File: config.mk
export PLATFORM = sky130hd
export DESIGN_NAME = fpr_round_unit
export DESIGN_NICKNAME = d
export VERILOG_FILES = /design/src/rtl/fpr_pkg.sv /design/src/rtl/fpr_decide.sv /design/src/rtl/fpr_incr.sv /design/src/rtl/fpr_pack.sv /design/src/rtl/fpr_round_unit.sv
export SDC_FILE = /design/constraint.sdc
export NUM_CORES = 1
export LEC_CHECK = 0
export BUFFER_PORTS_ARGS = -buffer_cell sky130_fd_sc_hd__buf_4
export CORE_MARGIN = 3
export CORE_UTILIZATION = 35
export DETAILED_ROUTE_END_ITERATION = 7
export PLACE_DENSITY = 0.6
export REMOVE_ABC_BUFFERS = 1
export SYNTH_ARGS = -nofsm -noshare
export SYNTH_HDL_FRONTEND = slang
export SYNTH_HIERARCHICAL = 1
export SYNTH_SLANG_ARGS = --single-unit
File: constraint.sdc
create_clock -name clk -period 4.85 [get_ports clk]
set_input_delay 0.2425 -clock clk [delete_from_list [all_inputs] [get_ports clk]]
set_output_delay 0.2425 -clock clk [all_outputs]
set_load 0.01 [all_outputs]
File: src/rtl/fpr_pkg.sv
package fpr_pkg;

    localparam int MAN_W  = 56;
    localparam int EXP_W  = 12;
    localparam int REM_W  = 2;
    localparam int FRAC_W = MAN_W - REM_W - 2;
    localparam int WORD_W = 1 + (EXP_W - 1) + FRAC_W;
    localparam int ULP_POS = REM_W;
    localparam int PAD_POS = MAN_W - 1;

    typedef enum logic [1:0] {
        RM_NEAR_EVEN = 2'd0,
        RM_TO_ZERO   = 2'd1,
        RM_UP        = 2'd2,
        RM_DOWN      = 2'd3
    } rmode_e;

    typedef struct packed {
        logic             sign;
        logic [EXP_W-1:0] expo;
        logic [MAN_W-1:0] man;
    } term_t;

    // Decide whether one unit in the last place must be added.
    function automatic logic need_bump(rmode_e m, logic s, logic lsb,
                                       logic half, logic sticky);
        logic any_rem;
        any_rem = half | sticky;
        case (m)
            RM_NEAR_EVEN: need_bump = half & (sticky | lsb);
            RM_TO_ZERO:   need_bump = 1'b0;
            RM_UP:        need_bump = any_rem & ~s;
            RM_DOWN:      need_bump = any_rem & s;
            default:      need_bump = 1'b0;
        endcase
    endfunction

endpackage

File: src/rtl/fpr_decide.sv
module fpr_decide
    import fpr_pkg::*;
(
    input  rmode_e           mode,
    input  logic             sign,
    input  logic [MAN_W-1:0] man,
    output logic             bump
);
    logic lsb, half, sticky;

    always_comb begin
        lsb    = man[ULP_POS];
        half   = man[ULP_POS-1];
        sticky = |man[ULP_POS-2:0];
        bump   = need_bump(mode, sign, lsb, half, sticky);
    end

endmodule

File: src/rtl/fpr_incr.sv
module fpr_incr
    import fpr_pkg::*;
(
    input  term_t in_t,
    input  logic  bump,
    output term_t out_t
);
    localparam logic [MAN_W-1:0] ULP_K = MAN_W'(1) << ULP_POS;

    logic [MAN_W-1:0] sum;
    logic             carry;

    always_comb begin
        sum   = in_t.man + (bump ? ULP_K : '0);
        carry = sum[PAD_POS];
        out_t.sign = in_t.sign;
        out_t.man  = carry ? (sum >> 1) : sum;
        out_t.expo = in_t.expo + EXP_W'(carry);
    end

endmodule

File: src/rtl/fpr_pack.sv
module fpr_pack
    import fpr_pkg::*;
#(
    parameter bit OUT_REG = 1'b1
) (
    input  logic              clk,
    input  logic              rst,
    input  term_t             res_t,
    output logic [WORD_W-1:0] word,
    output logic              ovf
);
    logic [WORD_W-1:0] word_c;
    logic              ovf_c;
    logic [2:0]        unused_bits;

    always_comb begin
        word_c = {res_t.sign, res_t.expo[EXP_W-2:0],
                  res_t.man[FRAC_W+ULP_POS-1:ULP_POS]};
        ovf_c  = res_t.expo[EXP_W-1];
    end

    assign unused_bits = {res_t.man[PAD_POS], res_t.man[PAD_POS-1], ^res_t.man[ULP_POS-1:0]};

    generate
        if (OUT_REG) begin : g_reg
            always_ff @(posedge clk) begin
                if (rst) begin
                    word <= '0;
                    ovf  <= 1'b0;
                end else begin
                    word <= word_c;
                    ovf  <= ovf_c;
                end
            end
        end else begin : g_comb
            always_comb begin
                word = word_c;
                ovf  = ovf_c;
            end
        end
    endgenerate

endmodule

File: src/rtl/fpr_round_unit.sv
module fpr_round_unit
    import fpr_pkg::*;
#(
    parameter bit OUT_REG = 1'b1
) (
    input  logic              clk,
    input  logic              rst,
    input  logic [1:0]        rmode_i,
    input  logic              sign_i,
    input  logic [EXP_W-1:0]  exp_i,
    input  logic [MAN_W-1:0]  man_i,
    output logic [WORD_W-1:0] word_o,
    output logic              exp_ovf_o
);
    term_t  raw_t, rnd_t;
    logic   bump;
    rmode_e mode;

    always_comb begin
        mode       = rmode_e'(rmode_i);
        raw_t.sign = sign_i;
        raw_t.expo = exp_i;
        raw_t.man  = man_i;
    end

    fpr_decide u_decide (
        .mode (mode),
        .sign (sign_i),
        .man  (man_i),
        .bump (bump)
    );

    fpr_incr u_incr (
        .in_t  (raw_t),
        .bump  (bump),
        .out_t (rnd_t)
    );

    fpr_pack #(.OUT_REG(OUT_REG)) u_pack (
        .clk   (clk),
        .rst   (rst),
        .res_t (rnd_t),
        .word  (word_o),
        .ovf   (exp_ovf_o)
    );

    generate
        if (OUT_REG) begin : g_chk
            logic primed;
            always_ff @(posedge clk) begin
                if (rst) primed <= 1'b0;
                else     primed <= 1'b1;
            end

            // sign travels unchanged
            a_r10_sign_passes: assert property (@(posedge clk) disable iff (rst)
                primed |-> word_o[WORD_W-1] == $past(sign_i));

            // toward-zero leaves fields truncated
            a_r4_rtz_truncates: assert property (@(posedge clk) disable iff (rst)
                (primed && $past(rmode_i) == 2'd1) |->
                (word_o[FRAC_W-1:0] == $past(man_i[FRAC_W+ULP_POS-1:ULP_POS])
                 && word_o[WORD_W-2:FRAC_W] == $past(exp_i[EXP_W-2:0])));

            // fraction moves by at most one unit
            a_r7_frac_step: assert property (@(posedge clk) disable iff (rst)
                primed |->
                (word_o[FRAC_W-1:0] == $past(man_i[FRAC_W+ULP_POS-1:ULP_POS])
                 || word_o[FRAC_W-1:0] == $past(man_i[FRAC_W+ULP_POS-1:ULP_POS]) + FRAC_W'(1)));

            // an exponent bump only comes with a cleared fraction
            a_r8_carry_bump: assert property (@(posedge clk) disable iff (rst)
                (primed && word_o[WORD_W-2:FRAC_W] != $past(exp_i[EXP_W-2:0])) |->
                word_o[FRAC_W-1:0] == '0);

            // overflow flag only from a saturated or overflowed exponent
            a_r9_ovf_source: assert property (@(posedge clk) disable iff (rst)
                (primed && exp_ovf_o) |->
                ($past(exp_i[EXP_W-1]) || $past(exp_i[EXP_W-2:0]) == '1));
        end
    endgenerate

endmodule

; Word-level counts from Yosys, hierarchy flattened
; Cells that the tools add are included.
[word_totals]
regBits = 65
input_bits = 73
out_inout_bits = 65
[classes]
reduce_logical = 1
eq_ne = 3
addsub = 2
n_mux = 3
n_bitwise = 6
[ops]
columns = op, n
row1 = $add A56 B3 Y56, 1
row2 = $mux W54, 1
row3 = $add A12 B1 Y12, 1
row4 = $eq A2 B2 Y1 const B, 2
row5 = $pmux W1 S4, 1
row6 = $and A1 B1 Y1, 3
row7 = $mux W3, 1
row8 = $eq A2 B1 Y1 const B, 1
row9 = $logic_not A2 Y1, 1
row10 = $or A1 B1 Y1, 2
row11 = $not A1 Y1, 1

; Logic depth before layout (Yosys ltp)
; Gate-level depths: netlist of the first run.
[logic_depth]
ltp_word = 6
depth_mapped = 17
ltp_nobuf = 15

; By module
; The synthesis of the first run kept the hierarchy.
[by_module_without_submodules]
columns = mod, n_inst, seq_area_each_um2, cells_per_inst, area_each_um2
row1 = fpr_incr, 1, 0.0, 472, 2884.0
row2 = fpr_pack, 1, 1301.2, 137, 1855.5
row3 = fpr_decide, 1, 0.0, 5, 35.0

; Worst setup path before layout of the first run
; No wires, ideal clock.
[synth_timing]
kind = input-to-reg
from = in sign_i
to = reg u_pack.word[61]
t_arrival_ps = 3327
setup_ps = 114
path_stages = 17
slack_ps = 1409
cell_sequence = nand2_2 -> xnor2_1 -> nor3_2 -> ha_1 -> nand3_2 -> nor4_4 -> nand4_4 -> or2_4 -> o21a_2 -> inv_2 -> buf_4 -> buf_4 -> ha_1 -> and3_1 -> nand4_1 -> xnor2_1 -> nor2b_1
[synth_lines]
columns = item, line
row1 = start: declaration, fpr_round_unit.sv:9  ; input logic sign_i,
row2 = end signal: assignment, fpr_pack.sv:31  ; word <= word_c;
row3 = end: declaration, fpr_pack.sv:9  ; output logic [WORD_W-1:0] word,

==> results.sh, run 1 <==
export IMPL_run_status="finished, final reports clean"
export IMPL_numCtsBuffers=9
export IMPL_hp_class="input port to flop"
export IMPL_grt_pass1_vias=4284
export IMPL_ant_nets=0
export IMPL_rsz0062_at_grt="no"
export IMPL_max_slew_margin_pct=46.3
export IMPL_synth_avg_cell_area_sq_um=7.84
export IMPL_hpwl_um=10100
export IMPL_cts_root_buf="clkbuf_16"
export IMPL_grt_use_met3_pct=5.01
export IMPL_p_leak_nw=2.47
export IMPL_grt_pass1_wl_um=21300
export IMPL_syn_to_final_growth_pct=27.6
export IMPL_fin_ws_ns=1.08
export IMPL_antenna_found_initial=0
export IMPL_cp_required_ns=5.05
export IMPL_grt_busiest_layer="met2"
export IMPL_num_rows=41
export IMPL_dieHeight_um=122
export IMPL_clock_path_buffers=2
export IMPL_cap_violations=0
export IMPL_path_clk_slew_ns=0.06
export IMPL_dr_total_vias=4681
export IMPL_min_path_cells=2
export IMPL_critPathArrivalTime_ns=3.97
export IMPL_nets=792
export IMPL_first_pass_iters=5
export IMPL_cp_top_family="simple AND/OR/NAND/NOR gates"
export IMPL_fp_coreArea_sq_um=12900
export IMPL_grtUsageMet1_pct=23.6
export IMPL_dpl_cell_area_sq_um=5750
export IMPL_hold_viol_final=0
export IMPL_htree_levels=3
export IMPL_final_max_slew_viol_count=0
export IMPL_syn_area_sq_um=4720
export IMPL_syn_inst=603
export IMPL_setup_tns_ns=0
export IMPL_drt_total_wl_um=13500
export IMPL_post_drt_wl_per_cell_um=15.2
export IMPL_p_seq_share_pct=38.4
export IMPL_sw_frac_of_total_pct=27.8
export IMPL_gr_total_overflow=0
export IMPL_die_w_um=122
export IMPL_cp_num_cells=16
export IMPL_postCtsSetupRepairBufs=0
export IMPL_slowest_delay_ns=0.58
export IMPL_grt_max_degree=66
export IMPL_cts_hold_buf=0
export IMPL_cp_end_kind="flop"
export IMPL_crit_fanout=22
export IMPL_cts_tree="yes"
export IMPL_fillers=1349
export IMPL_start_util_pct=36.5
export IMPL_via_per_inst=5.25
export IMPL_cts_sinks=65
export IMPL_crit_top_cell="ha_1"
export IMPL_cts_resized=0
export IMPL_ir_worst_vdd_mv=0.127
export IMPL_drc=0
export IMPL_layout_min_cycle_time_ns=3.77
export IMPL_combPwrFrac_pct=21.8
export IMPL_cp_start_kind="input port"
export IMPL_path_class="input port to flop"
export IMPL_critPathSlowestCell="nor4_4"
export IMPL_ys_warn_count=6
export IMPL_crit_chain="buf_4, nand2_2, xnor2_1, nor3_2, ha_1, nand3_2, nor4_4, nand4_4, or2_4, o21a_2, inv_2, ha_1, ha_1, nand4_1, xnor2_1, nor2b_1"
export IMPL_place_ws_ns=0.700
export IMPL_setup_viol=0
export IMPL_gp_congestion=0.832
export IMPL_port_buffers=137
export IMPL_max_freq_mhz=265
export IMPL_drt_initial_drc_count=322
export IMPL_pin_count=138
export IMPL_powerDensity_nw_per_um2=252
export IMPL_die_area_sq_um=14900
export IMPL_worst_pin_slew_ns=0.806
export IMPL_grt_use_total_pct=17.9
export IMPL_internal_power_mw=1.10
export IMPL_finalCritPeriodShare_pct=77.7
export IMPL_crit_buf_inv=2
export IMPL_p_sw_mw=0.421
export IMPL_layout_drive_gt1_share_pct=28.4
export IMPL_final_cell_area_sq_um=6030
export IMPL_clkPwrFrac_pct=39.8
export IMPL_grt_util_met2_pct=28.2
export IMPL_antennaDiodeCount=0
## flip-flops by register name, indices dropped and copies added (netlist names)
signal       cells
u_pack/word     64
u_pack/ovf       1
## cell type report
type / count / area (sq um) / area share, %
inverters: 13 / 48.8 / 0.809
flip-flops and latches: 65 / 1300 / 21.6
multi-input cells: 485 / 3130 / 51.9
clock buffers: 10 / 239 / 3.96
clock inverters: 6 / 42.5 / 0.706
well taps: 172 / 215 / 3.57
repair buffers: 140 / 1050 / 17.4
## layout by cell type (no fill, tap or decap), types with 4 or more instances in the layout
master and count:
nor2b_1 39, nand2_1 60, and4_1 8, a31oi_1 11
a21oi_1 27, nand2b_1 4, or3_1 4, nor4_1 4
nand4_1 16, mux2i_1 13, nor3b_1 4, nor3_1 24
o21ai_0 31, clkbuf_16 9, nand3_1 30, ha_1 5
o21a_1 5, buf_4 140, nor3_2 4, dfxtp_1 65
nor2_1 40, o211ai_1 10, inv_1 12, xnor2_1 27
xor2_1 16, and2_1 7, nor2b_2 30, and3_1 14
## worst paths after layout
path	startpoint	endpoint	slack (ns)
hold / removal	sign_i	u_pack/word[63]	0.13
setup / recovery	rmode_i[1]	u_pack/word[60]	1.08
## power groups by stage
stage,logic (mW),clock network [mW],registers (mW)
after floorplan,0.132,0,0.612
after global placement,0.327,0,0.594
after detailed placement,0.331,0,0.594
after CTS,0.333,0.623,0.583
after global routing,0.364,0.653,0.586
final,0.331,0.604,0.583
## layer usage
metal,vias up,share of wire [%]
li1,2366,-
met3,16,6.8
met1,2151,46
met4,0,1.8
met5,-,0
met2,148,46
## through the flow
| stage | std cells | utilization (%) | hold WS, ns | total power [mW] |
|---|---|---|---|---|
| floorplan | 563 | - | 0.308 | 0.745 |
| global placement | 875 | 44.5 | 0.473 | 0.921 |
| finish | 891 | 46.6 | 0.128 | 1.52 |
| global route | 891 | 46.6 | 0.136 | 1.60 |
| CTS | 891 | 46.6 | 0.115 | 1.54 |
| detailed placement | 875 | 44.5 | 0.490 | 0.925 |
(Power assumes the default switching activity.)
==> run 2: changes to the inputs <==
--- a/config.mk
+++ b/config.mk
@@ -9,7 +9,7 @@
 export CORE_MARGIN = 3
 export CORE_UTILIZATION = 35
 export DETAILED_ROUTE_END_ITERATION = 7
-export PLACE_DENSITY = 0.6
+export PLACE_DENSITY = 0.62
 export REMOVE_ABC_BUFFERS = 1
 export SYNTH_ARGS = -nofsm -noshare
 export SYNTH_HDL_FRONTEND = slang
==> constraint.sdc (replaced) <==
create_clock -name clk -period 3.3 [get_ports clk]
set_input_delay 0.165 -clock clk [delete_from_list [all_inputs] [get_ports clk]]
set_output_delay 0.165 -clock clk [all_outputs]
set_load 0.01 [all_outputs]
==> run 2 against run 1 <==
Effect of this change:
- critical path depth stayed put
- sequential share of layout area down 0.43 points
- flip-flop and latch count stayed put
- global-route usage increased by 0.39 points
- clock power rose by 52%
- worst setup slack lost 0.58 ns
- non-clock buffer count is 14 higher
==> results.sh, run 2 (same netlist as run 1, synthesis figures left out) <==
export IMPL_run_status="finished, final reports clean"
export IMPL_num_rows=41
export IMPL_max_flop_register="u_pack/word"
export IMPL_clkPwrFrac_pct=40.5
export IMPL_combPwrFrac_pct=21.7
export IMPL_crit_buf_inv=2
export IMPL_gp_congestion=0.812
export IMPL_ir_worst_vdd_mv=0.216
export IMPL_post_drt_wl_per_cell_um=15.1
export IMPL_syn_to_final_growth_pct=30.2
export IMPL_grt_max_degree=66
export IMPL_hp_class="input port to flop"
export IMPL_power_mw=2.27
export IMPL_rsz0062_at_grt="no"
export IMPL_critPathArrivalTime_ns=2.98
export IMPL_htree_levels=3
export IMPL_dr_total_vias=4791
export IMPL_nets=806
export IMPL_die_w_um=122
export IMPL_pin_count=138
export IMPL_path_clk_slew_ns=0.05
export IMPL_critPathSlowestCell="nor4_4"
export IMPL_finalCritPeriodShare_pct=84.7
export IMPL_port_buffers=137
export IMPL_cts_resized=0
export IMPL_top_regs="u_pack/word (64), u_pack/ovf (1)"
export IMPL_grt_use_total_pct=18.3
export IMPL_cap_violations=0
export IMPL_utilization_pct=47.6
export IMPL_hold_viol_final=0
export IMPL_p_seq_share_pct=37.8
export IMPL_drt_total_wl_um=13700
export IMPL_sw_frac_of_total_pct=26.7
export IMPL_gr_total_overflow=0
export IMPL_p_sw_mw=0.605
export IMPL_cp_start_kind="input port"
export IMPL_p_leak_nw=2.54
export IMPL_cp_required_ns=3.49
export IMPL_cts_hold_buf=0
export IMPL_crit_fanout=5
export IMPL_layout_drive_gt1_share_pct=29.6
export IMPL_drt_initial_drc_count=333
export IMPL_largest_reg_flops=64
export IMPL_cp_top_family="simple AND/OR/NAND/NOR gates"
export IMPL_clock_path_buffers=2
export IMPL_hpwl_um=10200
export IMPL_cts_root_buf="clkbuf_16"
export IMPL_antennaDiodeCount=0
export IMPL_max_slew_margin_pct=45.8
export IMPL_internal_power_mw=1.66
export IMPL_worst_pin_slew_ns=0.813
export IMPL_grt_pass1_wl_um=22000
export IMPL_numCtsBuffers=9
export IMPL_final_max_slew_viol_count=0
export IMPL_crit_top_cell="ha_1"
export IMPL_dieHeight_um=122
export IMPL_cts_tree="yes"
export IMPL_via_per_inst=5.30
export IMPL_max_freq_mhz=358
export IMPL_ant_nets=0
export IMPL_start_util_pct=36.5
export IMPL_layout_min_cycle_time_ns=2.80
export IMPL_slowest_delay_ns=0.38
export IMPL_cp_end_kind="flop"
export IMPL_final_cell_mix="153 x buf_4, 65 x dfxtp_1, 60 x nand2_1, 40 x nor2_1, 39 x nor2b_1"
export IMPL_powerDensity_nw_per_um2=369
export IMPL_antenna_found_initial=0
export IMPL_grt_pass1_vias=4467
export IMPL_drc=0
export IMPL_setup_viol=0
export IMPL_path_class="input port to flop"
export IMPL_cts_sinks=65
export IMPL_crit_chain="buf_4, nand2_2, xnor2_1, nor3_2, ha_1, nand3_2, nor4_4, nand4_4, or2_4, o21a_2, inv_2, ha_1, ha_1, nand4_1, xnor2_1, nor2b_1"
export IMPL_postCtsSetupRepairBufs=0
export IMPL_fp_coreArea_sq_um=12900
export IMPL_layout_commonest_cell="buf_4"
export IMPL_first_pass_iters=5
export IMPL_die_area_sq_um=14900
[run 2: power groups by stage]
stage | clock network (mW) | logic (mW) | registers [mW]
2_1_floorplan | 0 | 0.195 | 0.900
3_3_place_gp | 0 | 0.485 | 0.873
3_5_place_dp | 0 | 0.492 | 0.873
4_1_cts | 0.946 | 0.495 | 0.857
5_1_grt | 0.989 | 0.545 | 0.861
6_report | 0.918 | 0.493 | 0.857
[run 2: stage by stage]
step / instance area (sq um) / instances / hold WS [ns] / worst slack, ns / setup TNS (ns)
2_1_floorplan: 4480 / 563 / 0.231 / -0.534 / -8.36
3_3_place_gp: 5870 / 889 / 0.401 / 0.260 / 0
3_5_place_dp: 5870 / 889 / 0.419 / 0.172 / 0
4_1_cts: 6150 / 904 / 0.0619 / 0.517 / 0
5_1_grt: 6150 / 904 / 0.0661 / 0.319 / 0
6_report: 6150 / 904 / 0.0685 / 0.503 / 0
[run 2: routing by layer]
layer	vias to the layer above	GRT usage (%)	share of wire (%)
met2	178	28.7	45
met4	0	6.16	1.9
met3	20	4.32	6.7
met5	-	0	0
met1	2211	24.6	46
li1	2382	-	-
[run 2: final cells by class]
cell class	count	area, sq um
inverters	13	48.8
well taps	172	215
repair buffers	154	1170
clock inverters	6	60.1
fillers	1269	6780
flip-flops and latches	65	1300
multi-input cells	485	3130
clock buffers	9	225
[run 2: final timing paths]
| kind | startpoint | end | slack, ns | cells after the start |
|---|---|---|---|---|
| setup / recovery | rmode_i[1] | u_pack/word[60] | 0.50 | 16 |
| hold / removal | sign_i | u_pack/word[63] | 0.07 | 2 |
==> run 3: changes to the inputs <==
--- a/config.mk
+++ b/config.mk
@@ -5,11 +5,12 @@
 export SDC_FILE = /design/constraint.sdc
 export NUM_CORES = 1
 export LEC_CHECK = 0
+export ABC_AREA = 1
 export BUFFER_PORTS_ARGS = -buffer_cell sky130_fd_sc_hd__buf_4
 export CORE_MARGIN = 3
 export CORE_UTILIZATION = 35
 export DETAILED_ROUTE_END_ITERATION = 7
-export PLACE_DENSITY = 0.62
+export PLACE_DENSITY = 0.6
 export REMOVE_ABC_BUFFERS = 1
 export SYNTH_ARGS = -nofsm -noshare
 export SYNTH_HDL_FRONTEND = slang
==> constraint.sdc (replaced) <==
create_clock -name clk -period 2.87 [get_ports clk]
set_input_delay 0.1435 -clock clk [delete_from_list [all_inputs] [get_ports clk]]
set_output_delay 0.1435 -clock clk [all_outputs]
set_load 0.01 [all_outputs]
==> run 3 against run 2 <==
Effect of this change:
- total power rose by 12%
- worst setup slack improved by 0.011 ns
- cell count rose by 21%
- design area fell by 3.7%
- worst hold slack got worse by 0.050 ns
- synthesized area fell by 3.9%
==> results.sh, run 3 <==
export IMPL_sw_frac_of_total_pct=27.5
export IMPL_die_w_um=120
export IMPL_crit_fanout=4
export IMPL_cts_sinks=65
export IMPL_layout_commonest_cell="nand2_1"
export IMPL_combPwrFrac_pct=19.8
export IMPL_cts_root_buf="clkbuf_16"
export IMPL_max_freq_mhz=424
export IMPL_cts_hold_buf=0
export IMPL_max_flop_register="u_pack/word"
export IMPL_drt_total_wl_um=13800
export IMPL_p_leak_nw=3.22
export IMPL_p_seq_share_pct=38.4
export IMPL_path_clk_slew_ns=0.06
export IMPL_hold_viol_final=0
export IMPL_antennaDiodeCount=0
export IMPL_ir_worst_vdd_mv=0.222
export IMPL_final_cell_area_sq_um=5920
export IMPL_path_class="input port to flop"
export IMPL_setup_viol=0
export IMPL_post_drt_wl_per_cell_um=12.6
export IMPL_max_slew_margin_pct=58.1
export IMPL_largest_reg_flops=64
export IMPL_hpwl_um=11300
export IMPL_synth_avg_cell_area_sq_um=5.80
export IMPL_cp_end_kind="flop"
export IMPL_final_cell_mix="326 x nand2_1, 162 x nor2_1, 143 x buf_4, 106 x inv_1, 65 x dfxtp_1"
export IMPL_powerDensity_nw_per_um2=429
export IMPL_postCtsSetupRepairBufs=0
export IMPL_numCtsBuffers=9
export IMPL_ys_warn_count=6
export IMPL_antenna_found_initial=1
export IMPL_cp_start_kind="input port"
export IMPL_critPathArrivalTime_ns=2.56
export IMPL_finalCritPeriodShare_pct=82.1
export IMPL_drt_initial_drc_count=285
export IMPL_via_per_inst=4.42
export IMPL_grt_max_degree=66
export IMPL_cts_tree="yes"
export IMPL_fillers=1366
export IMPL_drc=0
export IMPL_port_buffers=137
export IMPL_internal_power_mw=1.84
export IMPL_hp_class="input port to flop"
export IMPL_cap_violations=0
export IMPL_min_path_cells=3
export IMPL_clock_path_buffers=2
export IMPL_layout_min_cycle_time_ns=2.36
export IMPL_setup_tns_ns=0
export IMPL_cp_required_ns=3.08
export IMPL_die_area_sq_um=14400
export IMPL_ant_nets=0
export IMPL_nets=997
export IMPL_dieHeight_um=120
export IMPL_first_pass_iters=5
export IMPL_layout_drive_gt1_share_pct=18.8
export IMPL_clkPwrFrac_pct=41.7
export IMPL_run_status="finished, final reports clean"
export IMPL_worst_pin_slew_ns=0.629
export IMPL_p_sw_mw=0.699
export IMPL_cts_resized=0
export IMPL_grt_use_total_pct=19.4
export IMPL_gr_total_overflow=0
export IMPL_fp_coreArea_sq_um=12400
export IMPL_gp_congestion=0.912
export IMPL_num_rows=40
export IMPL_top_regs="u_pack/word (64), u_pack/ovf (1)"
export IMPL_syn_to_final_growth_pct=30.5
export IMPL_rsz0062_at_grt="no"
export IMPL_syn_inst=783
export IMPL_htree_levels=3
export IMPL_syn_area_sq_um=4540
export IMPL_pin_count=138
export IMPL_grt_pass1_wl_um=21900
export IMPL_grt_pass1_vias=4462
export IMPL_start_util_pct=36.7
export IMPL_dpl_cell_area_sq_um=5630
export IMPL_final_max_slew_viol_count=0
export IMPL_dr_total_vias=4830
## run 3: final cells by class
type,count,area [sq um],share of cell area (%)
multi-input cells,594,2650,44.7
flip-flops and latches,65,1300,22.0
repair buffers,143,1070,18.1
inverters,106,398,6.72
clock buffers,12,267,4.50
well taps,168,210,3.55
clock inverters,4,26.3,0.444
## run 3: power groups by stage
stage	sequential, mW	clock [mW]	combinational (mW)
2_1_floorplan	1.03	0	0.214
3_3_place_gp	0.996	0	0.507
3_5_place_dp	0.996	0	0.508
4_1_cts	0.977	1.09	0.510
5_1_grt	0.982	1.13	0.571
6_report	0.977	1.06	0.504
## run 3: routing by layer
metal  global-route usage (%)  vias to the layer above  share of wire [%]
li1                         -                     2593                  -
met1                     25.1                     2085                 47
met2                     31.5                      131                 45
met3                     4.85                       19                6.0
met4                     6.87                        2                2.0
met5                        0                        -               0.15
## run 3: worst paths after layout
path,start,end,slack [ns]
max,sign_i,u_pack/ovf,0.51
min,sign_i,u_pack/word[63],0.02
## run 3: critical path, stage by stage
cell and delay [ns]:
buf_4 0.12, inv_1 0.04, nand2_1 0.04, nand2_1 0.05
nand2_1 0.05, nand2_1 0.06, ha_1 0.16, inv_1 0.07
nor2_4 0.13, nand2_4 0.08, nor2_8 0.13, nand2_4 0.08
nor2_4 0.13, nand2_2 0.07, nand2_4 0.07, ha_1 0.18
nand3_1 0.12, nor2_1 0.17, nand2_1 0.07, nor2_1 0.21
nand4_1 0.14, xnor2_1 0.15, inv_1 0.05, nor2_1 0.03
## run 3: per-stage QoR
step                cells  utilization, %  hold slack, ns  power [mW]  setup WS (ns)
floorplan             765               -           0.215        1.24          0.132
global route         1092            47.9          0.0269        2.68          0.152
finish               1092            47.9          0.0186        2.54          0.514
CTS                  1092            47.9          0.0126        2.58          0.487
detailed placement   1076            45.6           0.374        1.50          0.131
global placement     1076            45.6           0.366        1.50          0.178
